===== src/rtl/sq_pkg.sv =====
package sq_pkg;

    localparam int NSLOT  = 16;
    localparam int SLOT_W = $clog2(NSLOT);
    localparam int PRI_W  = SLOT_W + 1;
    localparam int CH_W   = 4;
    localparam int TSEL_W = 4;
    localparam int ACQ_W  = 6;
    localparam int REG_W  = 16;
    localparam int ADDR_W = 6;
    localparam int ICFG_W = SLOT_W + 3;

    localparam logic [ADDR_W-1:0] A_HIPRI  = 6'd16;
    localparam logic [ADDR_W-1:0] A_OVFCLR = 6'd17;
    localparam logic [ADDR_W-1:0] A_FORCE  = 6'd18;
    localparam logic [ADDR_W-1:0] A_IRQ0   = 6'd32;

    typedef struct packed {
        logic [ACQ_W-1:0]  acq;
        logic [TSEL_W-1:0] tsel;
        logic [CH_W-1:0]   chan;
    } slot_cfg_t;

    typedef struct packed {
        logic              en;
        logic              cont;
        logic              early;
        logic [SLOT_W-1:0] slot;
    } irq_cfg_t;

    typedef enum logic [1:0] {
        ST_IDLE,
        ST_SAMPLE,
        ST_START,
        ST_WAIT
    } seq_state_t;

    function automatic slot_cfg_t to_slot_cfg(input logic [REG_W-1:0] d);
        slot_cfg_t c;
        c.chan = d[CH_W-1:0];
        c.tsel = d[CH_W+TSEL_W-1:CH_W];
        c.acq  = d[CH_W+TSEL_W+ACQ_W-1:CH_W+TSEL_W];
        return c;
    endfunction

    function automatic irq_cfg_t to_irq_cfg(input logic [ICFG_W-1:0] d);
        irq_cfg_t c;
        c.slot  = d[SLOT_W-1:0];
        c.early = d[SLOT_W];
        c.cont  = d[SLOT_W+1];
        c.en    = d[SLOT_W+2];
        return c;
    endfunction

endpackage


===== src/rtl/sq_slot_bank.sv =====
module sq_slot_bank
    import sq_pkg::*;
#(
    parameter int NUM_TRIG = 4
) (
    input  logic                clk,
    input  logic                rst,
    input  logic                we,
    input  logic [ADDR_W-1:0]   addr,
    input  logic [REG_W-1:0]    wdata,
    input  logic [NUM_TRIG-1:0] trig_in,
    input  logic                take_fire,
    input  logic [SLOT_W-1:0]   take_idx,
    output slot_cfg_t           cfg [NSLOT],
    output logic [NSLOT-1:0]    pend,
    output logic [NSLOT-1:0]    ovf,
    output logic [PRI_W-1:0]    hipri
);

    logic [NSLOT-1:0] hit;
    logic [NSLOT-1:0] take;
    logic [NSLOT-1:0] clr;
    logic             wr_slot;

    assign wr_slot = we && (addr < ADDR_W'(NSLOT));

    always_comb begin
        hit = '0;
        for (int s = 0; s < NSLOT; s++) begin
            for (int k = 0; k < NUM_TRIG; k++) begin
                if (cfg[s].tsel == TSEL_W'(k + 1) && trig_in[k]) hit[s] = 1'b1;
            end
            if (we && addr == A_FORCE && wdata[s]) hit[s] = 1'b1;
        end
        take = take_fire ? ({{(NSLOT-1){1'b0}}, 1'b1} << take_idx) : '0;
        clr  = (we && addr == A_OVFCLR) ? wdata[NSLOT-1:0] : '0;
    end

    always_ff @(posedge clk) begin
        if (rst) begin
            pend  <= '0;
            ovf   <= '0;
            hipri <= '0;
            for (int s = 0; s < NSLOT; s++) cfg[s] <= '0;
        end else begin
            pend <= (pend & ~take) | hit;
            ovf  <= (ovf & ~clr) | (hit & pend & ~take);
            if (we && addr == A_HIPRI) hipri <= wdata[PRI_W-1:0];
            if (wr_slot) cfg[addr[SLOT_W-1:0]] <= to_slot_cfg(wdata);
        end
    end

    for (genvar s = 0; s < NSLOT; s++) begin : g_chk
        assert_ovf_cause_R8: assert property (@(posedge clk) disable iff (rst)
            $rose(ovf[s]) |-> $past(pend[s]));
        assert_pend_kept_R8: assert property (@(posedge clk) disable iff (rst)
            ($past(pend[s]) && !$past(take[s])) |-> pend[s]);
    end

endmodule


===== src/rtl/sq_arbiter.sv =====
module sq_arbiter
    import sq_pkg::*;
(
    input  logic [NSLOT-1:0]  pend,
    input  logic [PRI_W-1:0]  hipri,
    input  logic [SLOT_W-1:0] rr_ptr,
    output logic              gvalid,
    output logic [SLOT_W-1:0] gidx
);

    logic [SLOT_W-1:0] probe;

    always_comb begin
        gvalid = 1'b0;
        gidx   = '0;
        probe  = '0;
        for (int s = 0; s < NSLOT; s++) begin
            if (!gvalid && PRI_W'(s) < hipri && pend[s]) begin
                gvalid = 1'b1;
                gidx   = SLOT_W'(s);
            end
        end
        for (int k = 0; k < NSLOT; k++) begin
            probe = rr_ptr + SLOT_W'(k);
            if (!gvalid && {1'b0, probe} >= hipri && pend[probe]) begin
                gvalid = 1'b1;
                gidx   = probe;
            end
        end
    end

endmodule


===== src/rtl/sq_irq_bank.sv =====
module sq_irq_bank
    import sq_pkg::*;
#(
    parameter int NUM_IRQ = 9
) (
    input  logic               clk,
    input  logic               rst,
    input  logic               we,
    input  logic [ADDR_W-1:0]  addr,
    input  logic [ICFG_W-1:0]  wdata,
    input  logic               eos_evt,
    input  logic               eoc_evt,
    input  logic [SLOT_W-1:0]  evt_slot,
    output logic [NUM_IRQ-1:0] irq
);

    for (genvar i = 0; i < NUM_IRQ; i++) begin : g_line
        irq_cfg_t lcfg;
        logic     armed;
        logic     pulse;
        logic     hit;
        logic     wr;

        assign wr  = we && (addr == A_IRQ0 + ADDR_W'(i));
        assign hit = lcfg.en && armed && (lcfg.slot == evt_slot)
                   && (lcfg.early ? eos_evt : eoc_evt);

        always_ff @(posedge clk) begin
            if (rst) begin
                lcfg  <= '0;
                armed <= 1'b1;
                pulse <= 1'b0;
            end else begin
                pulse <= hit;
                if (wr) begin
                    lcfg  <= to_irq_cfg(wdata);
                    armed <= 1'b1;
                end else if (hit && !lcfg.cont) begin
                    armed <= 1'b0;
                end
            end
        end

        assign irq[i] = pulse;

        assert_oneshot_R10: assert property (@(posedge clk) disable iff (rst)
            (pulse && !lcfg.cont && !$past(wr)) |-> !armed);
        assert_irq_enabled_R9: assert property (@(posedge clk) disable iff (rst)
            pulse |-> $past(lcfg.en));
        assert_irq_single_R9: assert property (@(posedge clk) disable iff (rst)
            pulse |=> !pulse);
    end

endmodule


===== src/rtl/sq_conv_sequencer.sv =====
module sq_conv_sequencer
    import sq_pkg::*;
#(
    parameter int NUM_TRIG = 4,
    parameter int NUM_IRQ  = 9,
    parameter int RES_W    = 12
) (
    input  logic                clk,
    input  logic                rst,
    input  logic [NUM_TRIG-1:0] trig_in,
    input  logic                cfg_we,
    input  logic [ADDR_W-1:0]   cfg_addr,
    input  logic [REG_W-1:0]    cfg_wdata,
    input  logic [SLOT_W-1:0]   rd_addr,
    output logic [RES_W-1:0]    rd_data,
    output logic [NSLOT-1:0]    ovf_flags,
    output logic [CH_W-1:0]     adc_chan,
    output logic                adc_sample,
    output logic                adc_start,
    input  logic                adc_done,
    input  logic [RES_W-1:0]    adc_data,
    output logic [NUM_IRQ-1:0]  irq
);

    slot_cfg_t         cfg [NSLOT];
    logic [NSLOT-1:0]  pend;
    logic [PRI_W-1:0]  hipri;
    logic              gvalid;
    logic [SLOT_W-1:0] gidx;
    logic              gfire;
    seq_state_t        state;
    logic [ACQ_W-1:0]  cnt;
    logic [SLOT_W-1:0] cur;
    logic [SLOT_W-1:0] rr_ptr;
    logic [RES_W-1:0]  results [NSLOT];
    logic              eos_evt;
    logic              eoc_evt;
    logic [NSLOT-1:0]  primask;

    assign gfire = (state == ST_IDLE) && gvalid;

    sq_slot_bank #(.NUM_TRIG(NUM_TRIG)) u_slots (
        .clk       (clk),
        .rst       (rst),
        .we        (cfg_we),
        .addr      (cfg_addr),
        .wdata     (cfg_wdata),
        .trig_in   (trig_in),
        .take_fire (gfire),
        .take_idx  (gidx),
        .cfg       (cfg),
        .pend      (pend),
        .ovf       (ovf_flags),
        .hipri     (hipri)
    );

    sq_arbiter u_arb (
        .pend   (pend),
        .hipri  (hipri),
        .rr_ptr (rr_ptr),
        .gvalid (gvalid),
        .gidx   (gidx)
    );

    always_ff @(posedge clk) begin
        if (rst) begin
            state  <= ST_IDLE;
            cnt    <= '0;
            cur    <= '0;
            rr_ptr <= '0;
        end else begin
            unique case (state)
                ST_IDLE: begin
                    if (gvalid) begin
                        cur   <= gidx;
                        cnt   <= cfg[gidx].acq;
                        state <= ST_SAMPLE;
                        if ({1'b0, gidx} >= hipri) rr_ptr <= gidx + SLOT_W'(1);
                    end
                end
                ST_SAMPLE: begin
                    if (cnt == '0) state <= ST_START;
                    else           cnt   <= cnt - ACQ_W'(1);
                end
                ST_START: state <= ST_WAIT;
                ST_WAIT:  if (adc_done) state <= ST_IDLE;
                default:  state <= ST_IDLE;
            endcase
        end
    end

    always_ff @(posedge clk) begin
        if (rst) begin
            for (int s = 0; s < NSLOT; s++) results[s] <= '0;
        end else if (eoc_evt) begin
            results[cur] <= adc_data;
        end
    end

    assign adc_sample = (state == ST_SAMPLE);
    assign adc_start  = (state == ST_START);
    assign adc_chan   = cfg[cur].chan;
    assign eos_evt    = (state == ST_SAMPLE) && (cnt == '0);
    assign eoc_evt    = (state == ST_WAIT) && adc_done;
    assign rd_data    = results[rd_addr];

    sq_irq_bank #(.NUM_IRQ(NUM_IRQ)) u_irq (
        .clk      (clk),
        .rst      (rst),
        .we       (cfg_we),
        .addr     (cfg_addr),
        .wdata    (cfg_wdata[ICFG_W-1:0]),
        .eos_evt  (eos_evt),
        .eoc_evt  (eoc_evt),
        .evt_slot (cur),
        .irq      (irq)
    );

    always_comb begin
        for (int s = 0; s < NSLOT; s++) primask[s] = PRI_W'(s) < hipri;
    end

    assert_grant_pending_R6: assert property (@(posedge clk) disable iff (rst)
        gfire |-> pend[gidx]);
    assert_pri_first_R6: assert property (@(posedge clk) disable iff (rst)
        (gfire && |(pend & primask)) |-> ({1'b0, gidx} < hipri));
    assert_start_after_sample_R4: assert property (@(posedge clk) disable iff (rst)
        $fell(adc_sample) |-> adc_start);
    assert_start_single_R4: assert property (@(posedge clk) disable iff (rst)
        adc_start |=> !adc_start);
    assert_phase_excl_R4: assert property (@(posedge clk) disable iff (rst)
        !(adc_sample && adc_start));
    assert_hold_chan_R2: assert property (@(posedge clk) disable iff (rst)
        (adc_start && !$past(cfg_we)) |-> $stable(adc_chan));

endmodule


===== config.mk =====
export PLATFORM = sky130hd
export DESIGN_NAME = sq_conv_sequencer
export DESIGN_NICKNAME = d
export VERILOG_FILES = /design/src/rtl/sq_pkg.sv /design/src/rtl/sq_slot_bank.sv /design/src/rtl/sq_arbiter.sv /design/src/rtl/sq_irq_bank.sv /design/src/rtl/sq_conv_sequencer.sv
export SDC_FILE = /design/constraint.sdc
export NUM_CORES = 1
export LEC_CHECK = 0
export BUFFER_PORTS_ARGS = -buffer_cell sky130_fd_sc_hd__buf_2
export CORE_MARGIN = 3
export CORE_UTILIZATION = 32
export DETAILED_ROUTE_END_ITERATION = 8
export GPL_TIMING_DRIVEN = 0
export PLACE_DENSITY_LB_ADDON = 0.3
export SYNTH_ARGS = -nofsm -noshare
export SYNTH_HDL_FRONTEND = slang
export SYNTH_HIERARCHICAL = 1
export SYNTH_SLANG_ARGS = --single-unit

===== constraint.sdc =====
create_clock -name clk -period 7.12 [get_ports clk]
set_clock_uncertainty 0.15 [all_clocks]
set_input_delay 1.78 -clock clk [delete_from_list [all_inputs] [get_ports clk]]
set_output_delay 1.78 -clock clk [all_outputs]
set_load 0.02 [all_outputs]

After elaboration in Yosys (flattened, before gate mapping):

Memories as Yosys holds them, arrays and structs flattened.
Cells that the tools add are included.
Widths: inputs -> output; s select.

* bits in registers: 358
* memory bits (writable): 192
* input port bits: 46
* output and inout bits: 43
* word-level logic and storage cells: 748
* memories: 1

* add/subtract/negate cells: 17
* order comparisons: 54
* equal/unequal tests: 92
* shift operators: 1
* muxes and demuxes: 210
* bitwise logic cells: 11
* reductions and logical operators: 253

Memory list
* results: words 16, width 12, read ports 1, clocked after Yosys merged registers in 0, wr ports 16, RTL line sq_conv_sequencer.sv:35 `logic [RES_W-1:0] results [NSLOT];`

Operators by type and width (count)
* $bwmux 224: 1
* $logic_and 1x1->1: 196
* $mux 1: 144
* $eq 4x2->1 const B: 32
* $bmux 14 s4: 2
* $mux 4: 27
* $ge 4x5->1: 17
* $lt 4x5->1 const B: 16
* $and 16x16->16: 4
* $bmux 1 s4: 16
* $eq 4x1->1 const B: 16
* $eq 4x3->1 const B: 16
* $demux 14 s4: 1
* $eq 6x6->1 const B: 9
* $mux 14: 3
* $logic_not 1->1: 40
* $lt 4x5->1 const A: 8
* $eq 4x4->1: 9
* $add 4x4->4 const B: 8
* $mux 16: 2
* $not 16->16: 2
* $or 16x16->16: 2
* $lt 3x5->1 const A: 4
* $eq 6x5->1 const B: 3
* other kinds (28): 60

Longest topological paths before layout:

* word-level depth: 133
* mapped depth: 29
* mapped depth without buffers: 22

Hierarchy:

The synthesis kept the hierarchy.

Modules (own cells, without submodules)
* sq_conv_sequencer: times used 1, cells each 724, area an instance 10953.0 µm²
* sq_slot_bank: times used 1, cells each 1192, area an instance 10428.8 µm²
* sq_irq_bank: times used 1, cells each 374, area an instance 3528.4 µm²
* sq_arbiter: times used 1, cells each 434, area an instance 3429.5 µm²

Worst setup path after synthesis:

No wires, ideal clock.

* path type: register to register
* from: register rr_ptr[1]
* to: register rr_ptr[1]
* library setup time: 70 ps
* arrival: 5936 ps
* data required time: 6900 ps
* setup slack: 963 ps
* stages on the path, launching flop included: 25
* cells stage by stage: dfxtp_1 > buf_6 > buf_6 > buf_2 > inv_1 > ha_1 > buf_2 > mux4_2 > mux4_2 > nand2b_2 > nor4bb_1 > and4_1 > nand2_1 > nand2_1 > nor3_1 > a21oi_1 > buf_6 > buf_2 > inv_1 > ha_1 > nand2b_1 > a21o_1 > a211o_1 > a21bo_2 > a21oi_1

* word-level cells in the longest chain between the ends: 66
* elaborated cells between the ends (all ways): 145

RTL lines
* start: declaration: RTL line sq_conv_sequencer.sv:34 `logic [SLOT_W-1:0] rr_ptr;`
* start signal: assignment: RTL line sq_conv_sequencer.sv:78 `if ({1'b0, gidx} >= hipri) rr_ptr <= gidx + SLOT_W'(1);`
* branches (longest 63 deep; another with $add 4x1->4)
* $mux 4 (*): RTL line sq_arbiter.sv:25 `if (!gvalid && {1'b0, probe} >= hipri && pend[probe]) begin`
* via gidx[0]: RTL line sq_conv_sequencer.sv:29 `logic [SLOT_W-1:0] gidx;`
* $ge 4x5->1: RTL line sq_conv_sequencer.sv:78
* $reduce_and 3->1 (no line)

Mark *: on every way through the listed nets, which the timed path passes. The select of a mux whose other input is x is not followed.
A chain may end at the register's enable or synchronous reset.

Final worst setup path:

* from: register rr_ptr[1]
* to: register cnt[5]

* word-level cells in the longest chain between the ends: 70
* elaborated cells between the ends (all ways): 150

RTL lines
* branches (longest 63 deep; another with $add 4x1->4)
* $mux 4 (*): RTL line sq_arbiter.sv:25
* via gidx[1]: RTL line sq_conv_sequencer.sv:29
* $not 4->5 (implied by the code) (*): RTL line sq_conv_sequencer.sv:76 `cnt <= cfg[gidx].acq;`
* $bmux 14 s4 (*): RTL line sq_conv_sequencer.sv:76
* $mux 14 (implied by the code) (*) (2 in series): RTL line sq_conv_sequencer.sv:76
* $mux 6 (*): RTL line sq_conv_sequencer.sv:74 `if (gvalid) begin`
* $pmux 6 s2 (*): RTL line sq_conv_sequencer.sv:72 `unique case (state)`
* end signal: assignment: RTL line sq_conv_sequencer.sv:76
* end signal: assignment: RTL line sq_conv_sequencer.sv:83 `else cnt <= cnt - ACQ_W'(1);`
* end: declaration: RTL line sq_conv_sequencer.sv:32 `logic [ACQ_W-1:0] cnt;`

Marked as above.

==> metrics.cfg <==
[run_status]
status=completed

[pwr]
seq_power_share=0.346
p_comb_frac=0.299
p_total_mw=9.74
power.switching_mw=3.27
powerDensity_nw_per_um2=299
internal_power_mw=6.48
vdd.ir_drop.worst_v=0.000213
pwr-share-clk=0.355
p_leak_nw=12.6
switching_share=0.335

[min_path]
worstHoldPathCells=2
min_from=u_slots/cfg[28]$_SDFFE_PP0P_
hold_class=flip-flop to flip-flop
holdPathEnd=u_slots/cfg[28]$_SDFFE_PP0P_

[clock_tree]
ctsHtreeMaxLevel=3
numCtsBuffers=66
clock_path_buffers=3
ctsHoldBuffers=0
clk_latency_ns=0.61
clk_pin_slew_ns=0.05
cts_tree=yes
cts_num_sinks=550
ctsRootBufferMaster=clkbuf_16

[grt]
gr-total-overflow=0
grt_pass1_wl_um=133000
track_usage=0.189
grt_pass1_vias=21000
grt_max_degree=18
antenna_found_initial=4

[floorplan]
io_pins=89
fp.dieH_um=304
num_rows=108
die_w_um=304
initial_utilization=0.325
core_sq_um=87300
die-area_sq_um=92200

[sta]
period_needed_ns=6.82
setup_viol=0
max_freq_mhz=147
worstMarginPinSlew_ns=1.10
hold_slack_ns=0.302
finalWorstSetupSlack_ns=0.304
slew_viol_final=0
post-route-period-util=0.957
maxSlewHeadroom=0.262
final_hold_viol_count=0

[cells_and_area]
nets=2965
multi_input_area_sq_um=14300
register_area_sq_um=12900
drive_gt1_frac=0.165
area_growth_pct=14.9
n_fill_cell=8783

[logic_synthesis]
yosysSeqAreaShare=0.456
synth_ff_type=dfxtp_1
yosys.area.top_type=dfxtp_1
synth_cell_types=103
syn-num-nets=2819
async_flop_share=0
synth_seq_cells=550
synth_area_sq_um=28300
ys_top_cells_by_count=dfxtp_1 (358), nand2_1 (317), nor2_1 (253), and2_1 (213), a21oi_1 (206)
synth.area.top_cells=dfxtp_1 (25%), edfxtp_1 (20%), mux4_2 (10%)
yosys.cell_count.top_type=dfxtp_1
avgSynthCellArea_sq_um=10.4
ys_warn_count=6
synth_enable_flop_cells=192
syn_inst=2724
synth.top_cell.area_share=0.253

[route]
wirelength_um=87800
num_vias=21600
vias_per_cell=5.29
ant_nets=0
drt_pass1_iterations=5
drtIter0Drc=1743
wl_per_cell_um=21.5
drc_errors=0

[critical_path]
cp-end-kind=flip-flop
r2r_slack_ns=0.30
r2r-start=rr_ptr[1]$_SDFFE_PP0P_
crit_path_start_kind=flip-flop
required_ns=7.41
r2r-end=cnt[5]$_SDFFE_PP0P_
critical_path_peak_fanout=10
timing_worst_setup_path_type=flip-flop to flip-flop
crit_arrival_ns=7.11
r2r_cells=26

[placement]
hpwlAfterDp_um=63600
gp_congestion=0.900
dp_slack_ns=-0.926
port_buffers=70

[run]
drv_cap=0

area by class of cell:
class                      instances  share of cell area
sequential                       550               0.397
clock inverter                    27              0.0101
multi-input combinational       1901               0.440
timing repair buffer              78              0.0126
clock buffer                      93              0.0579
inverter                          45             0.00530
buffer                           228              0.0330
tap                             1155              0.0444
antenna                            2            0.000154
through the flow:
stage / utilization / setup TNS [ns] / instance area, sq um / cells
finish: 0.373 / 0 / 32600 / 4079
global route: 0.373 / -0.0597 / 32600 / 4077
CTS: 0.372 / -0.0195 / 32500 / 4072
detailed placement: 0.345 / -7.64 / 30100 / 3949
global placement: 0.345 / -9.00 / 30100 / 3949
floorplan: - / 0 / 28300 / 2724
per-layer routing:
layer  GRT usage  vias up  part of all wire
li1            -    10100                 -
met1       0.260    10700              0.45
met2       0.309      716              0.47
met3      0.0305      130             0.063
met4      0.0471        2             0.022
met5           0        -           0.00014
repair_timing:
| item | CTS | global route |
|---|---|---|
| setup endpoints to repair | 13 | 11 |
| pin swaps | 3 | 3 |
| setup buffers | 3 | 5 |
| resized for setup | 19 | 15 |
placed cells by master, fill, tap and decap left out, types with 34 or more instances in the layout:
| cell | netlist | layout |
|---|---|---|
| nor2_1 | 253 | 253 |
| buf_2 | 45 | 108 |
| mux4_2 | 132 | 132 |
| inv_1 | 40 | 39 |
| o21ai_0 | 58 | 57 |
| and2_1 | 213 | 213 |
| clkbuf_16 | 0 | 68 |
| nand2_1 | 317 | 317 |
| dfxtp_1 | 358 | 357 |
| nand3_1 | 34 | 34 |
| mux2i_1 | 197 | 195 |
| edfxtp_1 | 192 | 192 |
| clkbuf_1 | 151 | 165 |
| ha_1 | 49 | 48 |
| a21oi_1 | 206 | 204 |
critical path, stage by stage (launching register included):
cell and delay (ns):
dfxtp_2 0.41, buf_6 0.17, buf_6 0.17, clkbuf_4 0.26
clkinvlp_4 0.24, ha_2 0.47, buf_6 0.21, inv_1 0.06
ha_1 0.28, a21oi_1 0.13, o21ai_0 0.16, a31oi_1 0.30
nor2b_1 0.11, buf_2 0.19, or4_4 0.58, nor4_4 0.27
and3b_1 0.23, a31oi_2 0.24, nor3_2 0.09, o21ai_4 0.24
clkbuf_4 0.26, buf_6 0.22, buf_6 0.23, mux4_2 0.35
mux2i_2 0.32, o22a_1 0.24, o21ai_0 0.08
flip-flops by register name (all words and copies together) (netlist names):
name / count
u_irq/g_line.armed: 9
cur: 4
u_irq/g_line.lcfg: 63
cnt: 6
u_slots/cfg: 224
rr_ptr: 4
state: 2
u_slots/ovf: 16
results: 192
u_slots/pend: 16
u_irq/g_line.pulse: 9
u_slots/hipri: 5
worst max-delay path by stage:
stage	end	startpoint	depth (start not counted)
finish	cnt[5]$_SDFFE_PP0P_	rr_ptr[1]$_SDFFE_PP0P_	26
global route	cnt[5]$_SDFFE_PP0P_	rr_ptr[1]$_SDFFE_PP0P_	27
CTS	cnt[5]$_SDFFE_PP0P_	rr_ptr[1]$_SDFFE_PP0P_	23
detailed placement	rr_ptr[1]$_SDFFE_PP0P_	rr_ptr[1]$_SDFFE_PP0P_	24
global placement	cnt[5]$_SDFFE_PP0P_	rr_ptr[1]$_SDFFE_PP0P_	25
floorplan	rr_ptr[1]$_SDFFE_PP0P_	rr_ptr[1]$_SDFFE_PP0P_	24
kinds of logic (layout without fill, tap and decap cells):
family,count (synthesis),in the layout,synth area share
AO/OA/AOI/OAI,419,419,0.0959
XOR/XNOR,47,47,0.0151
adder cells (fa/ha/maj),49,49,0.0216
buffers and inverters,273,471,0.0427
flip-flops,550,550,0.456
multiplexers,337,337,0.178
other,0,2,0
AND/OR/NAND/NOR,1049,1049,0.191
power by group through the flow:
| stage | logic, mW | registers [mW] | clock network [mW] |
|---|---|---|---|
| floorplan | 1.89 | 3.41 | 0 |
| global placement | 2.71 | 3.43 | 0 |
| detailed placement | 2.72 | 3.44 | 0 |
| CTS | 2.86 | 3.37 | 3.53 |
| global route | 3.14 | 3.38 | 3.65 |
| finish | 2.91 | 3.37 | 3.46 |
Note: power is estimated with default switching activity, not from simulation.
